===== config.mk =====
export PLATFORM = sky130hd
export DESIGN_NAME = pcm_slot_port
export DESIGN_NICKNAME = d
export VERILOG_FILES = /design/src/rtl/pcm_slot_port.sv
export SDC_FILE = /design/constraint.sdc
export NUM_CORES = 1
export LEC_CHECK = 0
export BUFFER_PORTS_ARGS = -buffer_cell sky130_fd_sc_hd__buf_2
export CAP_MARGIN = 0
export CORE_MARGIN = 1
export CORE_UTILIZATION = 57
export CTS_CLUSTER_DIAMETER = 100
export DETAILED_ROUTE_END_ITERATION = 6
export PLACE_DENSITY_LB_ADDON = 0.08
export SLEW_MARGIN = 20
export SYNTH_ARGS = -nofsm -noshare
export SYNTH_HDL_FRONTEND = slang
export SYNTH_SLANG_ARGS = --single-unit

===== constraint.sdc =====
create_clock -name clk -period 1.85 [get_ports clk]
set_input_delay 0.2775 -clock clk [delete_from_list [all_inputs] [get_ports clk]]
set_output_delay 0.2775 -clock clk [all_outputs]
set_load 0.01 [all_outputs]

===== src/rtl/pcm_slot_port.sv =====
module pcm_slot_port #(
  parameter int WORD_W = 8,
  parameter logic [WORD_W-1:0] IDLE_CODE = '1
) (
  input  logic              clk,
  input  logic              rst_n,
  input  logic              bclk_x,
  input  logic              bclk_r,
  input  logic              sync_sel,
  input  logic              fs_x,
  input  logic              fs_r,
  input  logic [WORD_W-1:0] tx_word,
  output logic              dx,
  output logic              dx_oe,
  output logic              ts_n,
  input  logic              dr,
  output logic [WORD_W-1:0] rx_word,
  output logic              rx_valid
);
  localparam int CNT_W = $clog2(WORD_W + 1);
  localparam logic [CNT_W-1:0] LAST_BIT = CNT_W'(WORD_W);
  localparam logic [CNT_W-1:0] LAST_CAP = CNT_W'(WORD_W - 1);

  logic bx_q, bx_p, br_q, br_p, fx_q, fx_p, fr_q, fr_p, dr_q;

  always_ff @(posedge clk) begin
    if (!rst_n) begin
      {bx_q, bx_p, br_q, br_p, fx_q, fx_p, fr_q, fr_p, dr_q} <= '0;
    end else begin
      bx_q <= bclk_x;  bx_p <= bx_q;
      br_q <= bclk_r;  br_p <= br_q;
      fx_q <= fs_x;    fx_p <= fx_q;
      fr_q <= fs_r;    fr_p <= fr_q;
      dr_q <= dr;
    end
  end

  wire bx_rise = bx_q & ~bx_p;
  wire bx_fall = ~bx_q & bx_p;
  wire fx_rise = fx_q & ~fx_p;
  wire fx_fall = ~fx_q & fx_p;
  wire fr_rise = fr_q & ~fr_p;
  wire rb_q    = sync_sel ? bx_q : br_q;
  wire rb_p    = sync_sel ? bx_p : br_p;
  wire rb_fall = ~rb_q & rb_p;

  // frame-width classification
  logic       long_q;
  logic [1:0] wcnt;

  always_ff @(posedge clk) begin
    if (!rst_n) begin
      long_q <= 1'b0;
      wcnt   <= '0;
    end else begin
      if (fx_rise)
        wcnt <= bx_fall ? 2'd1 : 2'd0;
      else if (fx_q && bx_fall && wcnt != 2'd3)
        wcnt <= wcnt + 2'd1;
      if (fx_fall) begin
        if (wcnt == 2'd1)      long_q <= 1'b0;
        else if (wcnt == 2'd3) long_q <= 1'b1;
      end
    end
  end

  // transmit
  logic [WORD_W-1:0] pend, sh;
  logic [CNT_W-1:0]  tcnt;
  logic              armed, go, oe, slot;

  always_ff @(posedge clk) begin
    if (!rst_n) begin
      pend  <= IDLE_CODE;
      sh    <= '0;
      tcnt  <= '0;
      armed <= 1'b0;
      go    <= 1'b0;
      oe    <= 1'b0;
      slot  <= 1'b0;
    end else if (fx_rise) begin
      pend <= tx_word;
      sh   <= pend;
      go   <= 1'b0;
      if (long_q && bx_q) begin
        oe    <= 1'b1;
        slot  <= 1'b1;
        tcnt  <= CNT_W'(1);
        armed <= 1'b0;
      end else begin
        oe    <= 1'b0;
        slot  <= 1'b0;
        tcnt  <= '0;
        armed <= 1'b1;
      end
    end else begin
      if (armed && !long_q && bx_fall && fx_q) begin
        go    <= 1'b1;
        armed <= 1'b0;
      end
      if ((go || (armed && long_q && fx_q)) && bx_rise) begin
        oe    <= 1'b1;
        slot  <= 1'b1;
        tcnt  <= CNT_W'(1);
        go    <= 1'b0;
        armed <= 1'b0;
      end else if (slot && bx_rise && tcnt != LAST_BIT) begin
        sh   <= sh << 1;
        tcnt <= tcnt + CNT_W'(1);
      end
      if (slot && bx_fall && tcnt == LAST_BIT) begin
        slot <= 1'b0;
        if (!long_q || !fx_q) oe <= 1'b0;
      end
      if (oe && !slot && !fx_q) oe <= 1'b0;
    end
  end

  assign dx    = oe ? sh[WORD_W-1] : 1'b0;
  assign dx_oe = oe;
  assign ts_n  = ~slot;

  // receive
  logic [WORD_W-1:0] rsh, rword;
  logic [CNT_W-1:0]  rcnt;
  logic              rx_armed, rx_act, rvalid;

  always_ff @(posedge clk) begin
    if (!rst_n) begin
      rsh      <= '0;
      rword    <= '0;
      rcnt     <= '0;
      rx_armed <= 1'b0;
      rx_act   <= 1'b0;
      rvalid   <= 1'b0;
    end else begin
      rvalid <= 1'b0;
      if (fr_rise) begin
        rcnt     <= '0;
        rx_act   <= long_q;
        rx_armed <= !long_q;
      end else if (rx_armed && rb_fall && fr_q) begin
        rx_armed <= 1'b0;
        rx_act   <= 1'b1;
      end else if (rx_act && rb_fall) begin
        rsh  <= {rsh[WORD_W-2:0], dr_q};
        rcnt <= rcnt + CNT_W'(1);
        if (rcnt == LAST_CAP) begin
          rx_act <= 1'b0;
          rword  <= {rsh[WORD_W-2:0], dr_q};
          rvalid <= 1'b1;
        end
      end
    end
  end

  assign rx_word  = rword;
  assign rx_valid = rvalid;
endmodule


==> results of run 1 <==
[power groups by stage]
stage               sequential [W]  clock (W)  combinational (W)
floorplan                  0.00134          0           0.000104
global placement           0.00135          0           0.000144
detailed placement         0.00135          0           0.000147
CTS                        0.00132    0.00100           0.000147
global route               0.00133    0.00107           0.000168
finish                     0.00132   0.000985           0.000146
[registers in the layout, summed over array words and instances, names as in the netlist, 2 cells and up]
signal,cells
pend,8
rx_word,8
sh,8
rsh,7
rcnt,4
tcnt,4
wcnt,2
[how the worst max path moves through the flow]
stage | depth (start not counted) | from | end | slack, ns
after floorplan | 5 | bx_q | rsh[0] | 0.39
after global placement | 5 | sync_sel | rx_word[6] | 0.24
after detailed placement | 5 | sync_sel | rx_word[1] | 0.18
final | 4 | bx_q | rx_word[1] | 0.26
after CTS | 4 | bx_q | rx_word[1] | 0.23
after global routing | 6 | tcnt[0] | sh[2] | 0.1
[final cells by class]
cell class | count | share of cell area [%]
sequential | 58 | 42.5
multi-input combinational | 183 | 41.3
timing repair buffer | 32 | 6.31
clock buffer | 13 | 5.44
tap | 50 | 2.29
inverter | 12 | 1.65
clock inverter | 3 | 0.549
[stage by stage]
stage | setup slack, ns | hold slack, ns
after floorplan | 0.394 | 0.402
after global placement | 0.237 | 0.440
after detailed placement | 0.177 | 0.444
after CTS | 0.231 | 0.142
after global routing | 0.0966 | 0.138
final | 0.258 | 0.144
[per-layer routing]
metal  track usage (%)  up-vias  wire (um)
met5                 0        -          0
met4              8.24        0         74
met3              9.42       11        207
met2              35.4       40       1840
met1              25.0      843       1990
li1                  -      966          -
[cells in the final DEF, fill, tap and decap left out, types with 4 or more instances in the layout]
cell / instances
sky130_fd_sc_hd__nand2_1: 47
sky130_fd_sc_hd__inv_1: 12
sky130_fd_sc_hd__clkbuf_8: 10
sky130_fd_sc_hd__ha_1: 5
sky130_fd_sc_hd__and2_1: 7
sky130_fd_sc_hd__dfxtp_1: 58
sky130_fd_sc_hd__o21ai_0: 11
sky130_fd_sc_hd__a21oi_1: 14
sky130_fd_sc_hd__nor2_1: 21
sky130_fd_sc_hd__nand3_1: 13
sky130_fd_sc_hd__buf_4: 5
sky130_fd_sc_hd__xor2_1: 4
sky130_fd_sc_hd__buf_2: 27
sky130_fd_sc_hd__mux2i_1: 23
[cell families after synthesis]
logic type,count (synthesis),synth area share [%]
xor gates and xnor gates,4,1.47
adders and majority gates,5,2.63
AOI/OAI and AO/OA,42,11.8
muxes,23,9.66
and+or+nand+nor,109,21.9
buffers and inverters,24,3.83
DFF,58,48.7
[worst reg2reg max path, stage by stage, from the launching register on]
cell and delay (ns):
sky130_fd_sc_hd__dfxtp_1 0.37, sky130_fd_sc_hd__and3b_1 0.39, sky130_fd_sc_hd__o221ai_4 0.25, sky130_fd_sc_hd__nor2_4 0.31, sky130_fd_sc_hd__mux2i_1 0.21
==> results, run 1 <==
- The flow ran to the end, and the final reports show no timing, DRC or antenna violations.
- At the worst endpoint, the required time is 2.11 ns.
- The final weighted congestion of routability-driven global placement is 0.772.
- The post-DP HPWL is 2940 um.
- The share of final-layout standard cells stronger than drive strength 1 is 16.6%.
- Static timing analysis puts the maximum clock frequency at 0.628 GHz.
- Sequential cells were found to cover 48.7% of the synthesized design area.
- The most frequent cell after synthesis is sky130_fd_sc_hd__dfxtp_1.
- The count of cells along the worst hold path is 2.
- The worst-case clock buffer depth is 2.
- The floorplan step defined a core boundary enclosing 0.00400 mm^2.
- Synthesis handed over a netlist of 265 instances.
- In this design, the largest share of critical-path delay is due to simple AND/OR/NAND/NOR gates.
- In this run the clock root is driven by a sky130_fd_sc_hd__clkbuf_8.
- The total congestion overflow is 0.
- The worst reg2reg path endpoint is rx_word[1].
- Headroom to the max-slew limit came out at 70.7%.
- The kind of launch point of the worst setup path is a flip-flop.
- Each instance of the synthesized netlist takes up on average 8.99 um^2.
- Setup repair after global routing left no endpoint under its margin.
- The share of the cycle needed by the critical path after routing is 86.0%.
- The depth of the CTS H-tree is 3.
- The layout overhead on the synthesized area is 14.8%.
- The share of flip-flops with an asynchronous set or reset after synthesis is 0%.
- The beginning of the worst register-to-register path is bx_q.
- Across all layers, the routed design uses 1860 vias.
- For the pin with the worst max-slew slack, the measured transition is 0.438 ns.
- The pin count of the biggest net entering global routing is 24.
- Input and output buffers added on the ports amount to 27.
- The DRC violations left is 0.
- Across all register-to-register paths, the minimum setup slack is 0.26 ns.
- The area share of the largest cell type after synthesis is 48.7%.
- The category of the critical setup timing path is reg -> reg.
- The fraction of the core area covered by cells at the end of the flow is 68.4%.
- The count of cell types in the netlist is 39.
- The number of global-route vias before repair is 1658.
- The repair_antennas step left the layout with diodes totalling 0.
- The net switching component of the power is 0.000582 W.
- The die area is 0.00444 mm^2.
- The synthesized design contains 58 register bits.
- At the later pin of the worst-skew pair, clock insertion delay measures 0.34 ns.
- The first-pass detailed-route iteration total is 4.
- The largest stage delay on the critical path is 0.39 ns.
- For the final routed database, the setup TNS stands at 0 ns.
- In the synthesized netlist, the cells that appear most often are 58 x sky130_fd_sc_hd__dfxtp_1, 47 x sky130_fd_sc_hd__nand2_1, 23 x sky130_fd_sc_hd__mux2i_1.
- The number of setup violations in the final report is 0.
- Clock tree synthesis inserted a total of 9 buffers.
- The tool flagged a number of max-cap violations equal to 0.
- The initial core utilization is 59.6%.
- The design draws 0.00245 W.
- The floorplan die height is 66.7 um.
- The worst clock skew on the final layout is 0.00531 ns.
- Summing all multi-input logic gate instances after layout gives 0.00113 mm^2.
- The critical path goes through and3b_1 > o221ai_4 > nor2_4 > mux2i_1.
- The leakage dissipation is 1.20 nW.
- The end point of the most critical hold path is fr_q.
- The finished cells cover 0.00274 mm^2.
- The biggest area contributor in the post-synthesis netlist is sky130_fd_sc_hd__dfxtp_1.
- The number of resized instances in the post-cts repair step is 0.
- The post-route non-filler standard cell count is 351.
- The internal power is 0.00187 W.
- The clock network fraction of total power is 40.2%.
- The placed instances occupy a cell area of 0.00257 mm^2.
- Counting both buffers and inverters, the worst setup path holds a total of 0.
- The detailed router finished its first iteration with 89 violations.
- The routed design has 4110 um of wire.
- The cell at the slowest stage of the critical path is sky130_fd_sc_hd__and3b_1.
- The worst hold path belongs to the class in -> reg.
- The post-CTS setup repair buffer count is 0.
- The hold violation count in the final report came to 0.
- The global-route total usage across every layer is 21.8%.
- The element type at the critical path end is a flip-flop.
- The detail route stage leaves a number of antenna-violating nets equal to 0.
- For this design the ratio of total power to cell area is 896 mW/mm^2.
- The final number of max-transition violations came to 0.
- The most common flop cell mapped by yosys is sky130_fd_sc_hd__dfxtp_1.
- CTS saw 58 sinks.
- The number of top-level design ports is 28.
- The number of warnings printed during yosys synthesis is 0.
- At the end of the flow, the number of nets in the layout was 317.
- The global-route wire length before repair is 7000 um.
- The maximum ir drop on the vdd rail is 600 uV.
- The clock tree from TritonCTS is done.
- The worst register-to-register path has a depth of 4.
- Sorting the synthesized cells by area gives the leading types as sky130_fd_sc_hd__dfxtp_1 49%, sky130_fd_sc_hd__mux2i_1 9.7%, sky130_fd_sc_hd__nand2_1 7.4%.
- Counting tap cells, the placed design contains a total of 335 instances.
- The filler cells instantiated in the layout total 357.
- The post-synthesis cell area is 0.00238 mm^2.
- The worst path arrival time is 1.86 ns.
- For this design, the CTS-stage hold fixing added 0 buffers.
- The final critical path time including I/O delays and setup is 1.59 ns.
- The mean routed wirelength per cell is 11.7 um.
- The switching part of the total is 23.7%.
- The number of flops mapped to enable cells by yosys is 0.
- From left edge to right edge, the die measures 66.7 um.
- The CTS clock-pin slew for the worst setup and hold paths is 0.06 ns.
- The row count is 23.
- The biggest fanout along the worst timing path is 8.
- The number of antenna violations at the first check in global routing is 0.
- The post-synthesis net count is 286.
- Sequential cells burn 53.9% of the power.
- The combinational group share of total power is 5.9%.
- The origin of the worst min-delay path is fs_r.
- Using the TritonRoute via totals, the vias-per-cell ratio works out to 5.30.
- The sequential cell area is 0.00116 mm^2.
No activity file was read; power rests on OpenSTA's default activity.
==> inputs of run 2 (changes only) <==
--- a/config.mk
+++ b/config.mk
@@ -8,8 +8,9 @@
 export BUFFER_PORTS_ARGS = -buffer_cell sky130_fd_sc_hd__buf_2
 export CAP_MARGIN = 0
 export CORE_MARGIN = 1
-export CORE_UTILIZATION = 57
-export CTS_CLUSTER_DIAMETER = 100
+export CORE_UTILIZATION = 60
+export CTS_BUF_LIST = sky130_fd_sc_hd__clkbuf_4
+export CTS_CLUSTER_DIAMETER = 200
 export DETAILED_ROUTE_END_ITERATION = 6
 export PLACE_DENSITY_LB_ADDON = 0.08
 export SLEW_MARGIN = 20
==> results, run 2 (synthesized netlist as in run 1, its figures left out) <==
- The row count is 22 (-4.3%).
- The worst path arrival time is 1.99 ns (+0.13 ns).
- The pin count of the biggest net entering global routing is 24 (unchanged).
- The remaining antenna violation count came to 0 (unchanged).
- The number of cells after detailed placement was 334 (-0.30%).
- The leakage dissipation is 1.19 nW (-0.94%).
- The clock tree from TritonCTS is done.
- The global-route wire length before repair is 7350 um (+5.0%).
- The number of global-route vias before repair is 1702 (+2.7%).
- The layout filler cell count was 306 (-14%).
- The maximum ir drop on the vdd rail is 520 uV (-13%).
- The count of vias placed by the detailed router is 1889 (+1.6%).
- The sequential cell area was 0.00116 mm^2 (unchanged).
- The count of cells along the worst hold path is 3 (+1).
- The post-route setup TNS was 0 ns (unchanged).
- The number of max-cap violations is 0 (unchanged).
- The worst-case clock buffer depth is 2 (unchanged).
- The count of port buffers added during placement was 27 (unchanged).
- The total wirelength of the detailed-routed design came to 4330 um (+5.4%).
- The register-to-register setup slack is 0.16 ns (-0.10 ns).
- The hold violation count in the final report is 0 (unchanged).
- The DRC violations left is 0 (unchanged).
- The mean routed wirelength per cell is 12.4 um (+5.7%).
- The worst clock skew on the final layout is 0.00751 ns (+0.00220 ns).
- The average via count per standard cell is 5.40 (+1.8%).
- The number of top-level design ports was 28 (unchanged).
- The first-pass detailed-route iteration total came to 4 (unchanged).
- STA classifies the critical path endpoint as a flip-flop.
- The initial core utilization is 63.6% (+4.1 points).
- The final critical path time including I/O delays and setup came to 1.69 ns (+0.100 ns).
- The share of the cycle needed by the critical path after routing is 91.5% (+5.4 points).
- The post-DP HPWL is 3030 um (+3.3%).
- The highest clock frequency the design can meet is 0.591 GHz (-5.9%).
- Setup repair after global routing left no endpoint under its margin.
- The category of the critical setup timing path is reg -> reg.
- The TritonCTS buffer count is 9 (unchanged).
- The worst reg2reg path depth is 4 (unchanged).
- The required time reported for the critical path endpoint is 2.15 ns (+0.04 ns).
- The clock sink count is 58 (unchanged).
- The most frequent standard cell in the layout excluding fill and tap cells is sky130_fd_sc_hd__dfxtp_1.
- The kind of launch point of the worst setup path is a flip-flop.
- Relative to the synthesized area, the layout overhead comes to 13.5%.
- For hold timing, the worst endpoint is pend[3].
- The total congestion overflow came to 0 (unchanged).
- The min-delay analysis places its worst path in the category in -> reg.
- The number of antenna violations at the first check in global routing is 0 (unchanged).
- The final net count is 318 (+0.32%).
- The post-placement setup slack was 0.101 ns (-0.0758 ns).
- The core outline area was 0.00374 mm^2 (-6.4%).
- The library cells used most frequently in the layout, excluding fill and tap cells, are 58 x sky130_fd_sc_hd__dfxtp_1, 47 x sky130_fd_sc_hd__nand2_1, 27 x sky130_fd_sc_hd__buf_2, 23 x sky130_fd_sc_hd__mux2i_1, 21 x sky130_fd_sc_hd__nor2_1.
- The beginning of the worst register-to-register path is bx_q.
- The depth of the CTS H-tree is 3 (unchanged).
- The number of resized instances in the post-cts repair step was 0 (unchanged).
- The post-route non-filler standard cell count is 350 (-0.28%).
- The clock root buffer is sky130_fd_sc_hd__clkbuf_4.
- The final number of max-transition violations is 0 (unchanged).
- The worst register-to-register path ends at rx_word[0].
- The worst path setup slack after routing is 0.158 ns (-0.100 ns).
- The final weighted congestion of routability-driven global placement came to 0.837 (+8.4%).
- The post-CTS setup repair buffer count was 0 (unchanged).
- The iteration-0 DRC count of the detailed router was 95 (+6.7%).
- The share of final-layout standard cells stronger than drive strength 1 is 16.6% (-0.055 points).
- The hold-fix buffer count after cts was 0 (unchanged).
- The global-route total usage across every layer came to 23.3% (+1.6 points).
- The actual transition at the worst max-transition pin is 0.507 ns (+0.0692 ns).
- The CTS clock-pin slew for the worst setup and hold paths is 0.09 ns (+0.03 ns).
- The final antenna diode count came to 0 (unchanged).
- The flow ran to the end, and the final reports show no timing, DRC or antenna violations.
- The x dimension of the die is 65.0 um (-2.5%).
- The later-pin clock latency in the skew report came to 0.38 ns (+0.04 ns).
- The floorplan die height is 65.0 um (-2.5%).
- The origin of the worst min-delay path is tx_word[3].
- The number of setup violations in the final report is 0 (unchanged).
- The biggest fanout along the worst timing path came to 8 (unchanged).
- The die area came to 0.00423 mm^2 (-4.9%).
- The multi-input combinational cell area is 0.00113 mm^2 (unchanged).
- The total design power came to 0.00231 W (-5.9%).
- The worst relative slew slack came to 66.1% (-4.5 points).
- The power per cell area is 853 mW/mm^2 (-4.8%).
==> run 2: cell types whose count changed in the layout (fill, tap and decap cells not counted) <==
cell / change
sky130_fd_sc_hd__clkbuf_8: -10
sky130_fd_sc_hd__bufinv_16: +1
sky130_fd_sc_hd__clkinv_1: +4
sky130_fd_sc_hd__clkbuf_1: -3
sky130_fd_sc_hd__clkbuf_4: +11
sky130_fd_sc_hd__buf_4: +1
sky130_fd_sc_hd__clkinv_2: -3
==> run 2: per-layer routing <==
layer  vias up  GRT usage [%]  part of all wire (%)
li1        979              -                     -
met1       848           28.7                    47
met2        56           37.0                    47
met3         6           4.93                   5.2
met4         0           14.7                  0.95
met5         -              0                     0
==> run 2: worst max-delay path by stage <==
stage                             to  slack, ns  cells past startpoint     start
after global placement    rx_word[7]       0.24                      5  sync_sel
after floorplan               rsh[0]       0.39                      5      bx_q
after global routing      rx_word[0]       0.05                      4      bx_q
after detailed placement  rx_word[0]       0.10                      5  sync_sel
after CTS                 rx_word[0]       0.14                      4      bx_q
final                     rx_word[0]       0.16                      4      bx_q
==> run 2: cell type report <==
class	count	area share, %
Timing Repair Buffer	33	6.66
Tap cell	48	2.22
Clock buffer	11	3.05
Sequential cell	58	42.9
Clock inverter	5	1.67
Multi-Input combinational cell	183	41.8
Inverter	12	1.67
==> run 2: worst max-delay path, stage by stage (launching register included) <==
cell                       delay, ns
sky130_fd_sc_hd__dfxtp_1        0.38
sky130_fd_sc_hd__and3b_1        0.39
sky130_fd_sc_hd__o221ai_4       0.25
sky130_fd_sc_hd__nor2_4         0.33
sky130_fd_sc_hd__mux2i_1        0.27
==> run 2: through the flow <==
step	hold slack [ns]	util [%]	cell area [um^2]
2_1_floorplan	0.402	-	2380
3_3_place_gp	0.440	68.8	2580
3_5_place_dp	0.449	68.8	2580
4_1_cts	0.0796	72.2	2700
5_1_grt	0.0903	72.2	2700
6_report	0.0970	72.2	2700
==> run 2: where the power goes <==
group | switching, W | total (W) | internal, W | leakage, nW
logic | 0.0000839 | 0.000145 | 0.0000612 | 0.647
clock network | 0.000414 | 0.000841 | 0.000426 | 0.0710
registers | 0.0000310 | 0.00132 | 0.00129 | 0.473
==> inputs of run 3 (changes only) <==
--- a/config.mk
+++ b/config.mk
@@ -5,6 +5,7 @@
 export SDC_FILE = /design/constraint.sdc
 export NUM_CORES = 1
 export LEC_CHECK = 0
+export ABC_AREA = 1
 export BUFFER_PORTS_ARGS = -buffer_cell sky130_fd_sc_hd__buf_2
 export CAP_MARGIN = 0
 export CORE_MARGIN = 1
==> results, run 3 <==
- The flow ran to the end, and the final reports show no timing, DRC or antenna violations.
- The fraction of the mapped netlist area in compound gates is 8.01% (-3.8 points).
- The synthesized area per cell came to 7.15 um^2 (-20%).
- The row count is 23 (+4.5%).
- The largest stage delay on the critical path was 0.43 ns (+0.04 ns).
- The average via count per standard cell is 5.01 (-7.2%).
- The register-to-register setup slack is 0.28 ns (+0.12 ns).
- The number of max-cap violations is 0 (unchanged).
- The final weighted congestion of routability-driven global placement is 0.901 (+7.7%).
- The hold-fix buffer count after cts is 0 (unchanged).
- The final critical path time including I/O delays and setup is 1.57 ns (-0.117 ns).
- The post-CTS setup repair buffer count was 0 (unchanged).
- The clock sink count is 58 (unchanged).
- By area the synthesized netlist is led by sky130_fd_sc_hd__dfxtp_1 44%, sky130_fd_sc_hd__nand2_1 15%, sky130_fd_sc_hd__inv_1 7.0%.
- The pin count of the biggest net entering global routing was 36 (+50%).
- The worst path arrival time is 1.87 ns (-0.12 ns).
- The maximum ir drop on the vdd rail is 769 uV (+48%).
- The end point of the most critical hold path is dr_q.
- Setup repair after global routing left no endpoint under its margin.
- The number of flops mapped to enable cells by yosys is 0 (unchanged).
- The leakage dissipation is 1.39 nW (+16%).
- The layout overhead on the synthesized area is 11.9%.
- The post-route setup TNS came to 0 ns (unchanged).
- The actual transition at the worst max-transition pin is 0.534 ns (+0.0265 ns).
- The clock tree from TritonCTS is done.
- The post-synthesis net count is 388 (+36%).
- sky130_fd_sc_hd__dfxtp_1 takes more of the synthesized area than any other cell.
- The count of vias placed by the detailed router is 2265 (+20%).
- The global-route total usage across every layer is 26.0% (+2.7 points).
- The category of the critical setup timing path is reg -> reg.
- The worst reg2reg path depth came to 8 (+4).
- The global-route wire length before repair was 8820 um (+20%).
- The adder-cell area share of the yosys netlist came to 2.38% (-0.24 points).
- STA classifies the critical path endpoint as a flip-flop.
- The number of resized instances in the post-cts repair step was 0 (unchanged).
- The post-synthesis cell area is 0.00263 mm^2 (+10%).
- CTS placed an instance of sky130_fd_sc_hd__clkbuf_4 at the clock tree root.
- The library cells used most frequently in the layout, excluding fill and tap cells, are 104 x sky130_fd_sc_hd__nand2_1, 58 x sky130_fd_sc_hd__dfxtp_1, 49 x sky130_fd_sc_hd__inv_1, 46 x sky130_fd_sc_hd__nor2_1, 35 x sky130_fd_sc_hd__nand3_1.
- Among all flip-flop cells after synthesis, the most frequent one is sky130_fd_sc_hd__dfxtp_1.
- The fraction of the core area covered by cells at the end of the flow was 71.9% (-0.33 points).
- The share of the yosys chip area belonging to registers is 44.2% (-4.5 points).
- The synthesized instance count is 367 (+38%).
- The final net count was 418 (+31%).
- The count of port buffers added during placement is 27 (unchanged).
- The core outline area is 0.00409 mm^2 (+9.2%).
- The required time reported for the critical path endpoint is 2.15 ns (about the same).
- The power per cell area was 915 mW/mm^2 (+7.3%).
- The origin of the worst min-delay path is dr.
- The CTS clock-pin slew for the worst setup and hold paths is 0.10 ns (about the same).
- The DRC violations left is 0 (unchanged).
- The mean routed wirelength per cell is 11.4 um (-8.1%).
- The worst register-to-register path ends at sh[2].
- The x dimension of the die is 68.1 um (+4.8%).
- The iteration-0 DRC count of the detailed router is 84 (-12%).
- The number of storage elements in the synthesis netlist is 58 (unchanged).
- The share of the cycle needed by the critical path after routing is 85.1% (-6.3 points).
- The hold violation count in the final report is 0 (unchanged).
- The number of global-route vias before repair is 2083 (+22%).
- After synthesis, the largest family of logic cells by area is simple AND/OR/NAND/NOR gates.
- The share of final-layout standard cells stronger than drive strength 1 is 16.4% (-0.14 points).
- The final number of max-transition violations is 0 (unchanged).
- The count of cell types in the netlist is 34 (-13%).
- By count the netlist is led by 104 x sky130_fd_sc_hd__nand2_1, 58 x sky130_fd_sc_hd__dfxtp_1, 49 x sky130_fd_sc_hd__inv_1.
- The beginning of the worst register-to-register path is tcnt[0].
- The launching instance or port of the critical path is tcnt[0].
- The library cell used most frequently in the layout, excluding fill and tap cells, is sky130_fd_sc_hd__nand2_1.
- The tightest min-delay check is of the in -> reg type.
- The cell seen most often among critical-path stages is sky130_fd_sc_hd__nand2_1.
- The number of setup violations in the final report came to 0 (unchanged).
- The share of flip-flops with an asynchronous set or reset after synthesis is 0% (unchanged).
- The basic-gate share of the synthesized area counting and, or, nand and nor cells is 34.1% (+12 points).
- The worst hold slack came to 0.0527 ns (-0.0444 ns).
- STA classifies the critical path startpoint as a flip-flop.
- The worst relative slew slack came to 64.4% (-1.8 points).
- The worst clock skew on the final layout is 0.00802 ns (+0.000512 ns).
- The first-pass detailed-route iteration total came to 4 (unchanged).
- The number of top-level design ports is 28 (unchanged).
- The total congestion overflow is 0 (unchanged).
- The post-DP HPWL is 3320 um (+9.5%).
- The initial core utilization is 64.2% (+0.60 points).
- The later-pin clock latency in the skew report was 0.40 ns (+0.02 ns).
- The layout filler cell count is 365 (+19%).
- The xor/xnor share of the synthesized area came to 0.667% (-0.80 points).
- The area share of the largest cell type after synthesis is 44.2% (-4.5 points).
- The count of cells along the worst hold path is 3 (unchanged).
- The highest clock frequency the design can meet came to 0.635 GHz (+7.4%).
- The depth of the CTS H-tree is 3 (unchanged).
- The remaining antenna violation count is 0 (unchanged).
- The most frequent cell after synthesis is sky130_fd_sc_hd__nand2_1.
- The final antenna diode count came to 0 (unchanged).
- The multiplexer share of the synthesized area came to 0% (-9.7 points).
- The cell at the slowest stage of the critical path is sky130_fd_sc_hd__dfxtp_1.
- The floorplan die height came to 68.1 um (+4.8%).
- The die area is 0.00464 mm^2 (+9.9%).
- The biggest fanout along the worst timing path is 13 (+5).
- The worst-case clock buffer depth came to 2 (unchanged).
- The number of warnings printed during yosys synthesis came to 0 (unchanged).
- The number of antenna violations at the first check in global routing came to 0 (unchanged).
- The total wirelength of the detailed-routed design is 5140 um (+19%).
- The signal on the critical path passes through inv_1 > ha_1 > nand3b_1 > nand2_2 > o21ai_4 > nand2_1 > nand2_1 > nor2_1.
- The TritonCTS buffer count is 9 (unchanged).
run 3: cell count changes in the layout (fill, tap and decap cells not counted), sizes merged, moves of 7 or more:
| cell | delta |
|---|---|
| inv | +42 |
| a21oi | +7 |
| nor2 | +30 |
| nand3 | +24 |
| mux2i | -23 |
| nand2 | +61 |
| and2 | -7 |
run 3: kinds of logic (layout without fill, tap and decap cells):
family,Yosys count,after routing
simple gates,204,204
buf+inv,64,99
flops,58,58
compound gates,34,34
fa+ha+maj,5,5
xor+xnor,2,2
run 3: worst max-delay path: cells and delay by family, from the launching register on:
family          cells  cell delay (ns)
simple gates        5             0.44
flops               1             0.43
compound gates      1             0.32
fa+ha+maj           1             0.22
buf+inv             1             0.07
run 3: how the worst max path moves through the flow:
stage,to,slack [ns],cells past startpoint
6_report,sh[2],0.28,8
3_3_place_gp,sh[6],0.44,8
4_1_cts,sh[2],0.29,8
2_1_floorplan,sh[4],0.51,9
3_5_place_dp,sh[6],0.34,8
5_1_grt,sh[4],0.12,8
run 3: power by group:
group	leakage, nW	total, W	internal, W	switching (W)
Combinational	0.818	0.000219	0.0000794	0.000140
Sequential	0.474	0.00133	0.00129	0.0000338
Clock	0.0948	0.00114	0.000671	0.000470
run 3: final cells by class:
class	instances	area, um^2	area share, %
Inverter	54	203	6.90
Clock buffer	9	67.6	2.30
Sequential cell	58	1160	39.5
Timing Repair Buffer	29	150	5.11
Multi-Input combinational cell	245	1190	40.4
Clock inverter	7	108	3.66
Tap cell	50	62.6	2.13
run 3: metrics by stage:
stage | power [W] | setup WS (ns) | area (um^2) | instances
finish | 0.00269 | 0.275 | 2940 | 452
global route | 0.00281 | 0.122 | 2940 | 452
CTS | 0.00270 | 0.287 | 2940 | 452
detailed placement | 0.00157 | 0.338 | 2760 | 436
global placement | 0.00156 | 0.439 | 2760 | 436
floorplan | 0.00152 | 0.512 | 2630 | 367
run 3: routing by layer:
| metal | part of all wire, % | track usage, % | vias to the layer above | wire length (um) |
|---|---|---|---|---|
| met1 | 45 | 29.8 | 1007 | 2330 |
| li1 | - | - | 1195 | - |
| met4 | 2.6 | 15.6 | 0 | 131 |
| met2 | 48 | 43.5 | 51 | 2460 |
| met5 | 0 | 0 | - | 0 |
| met3 | 4.2 | 6.17 | 12 | 217 |
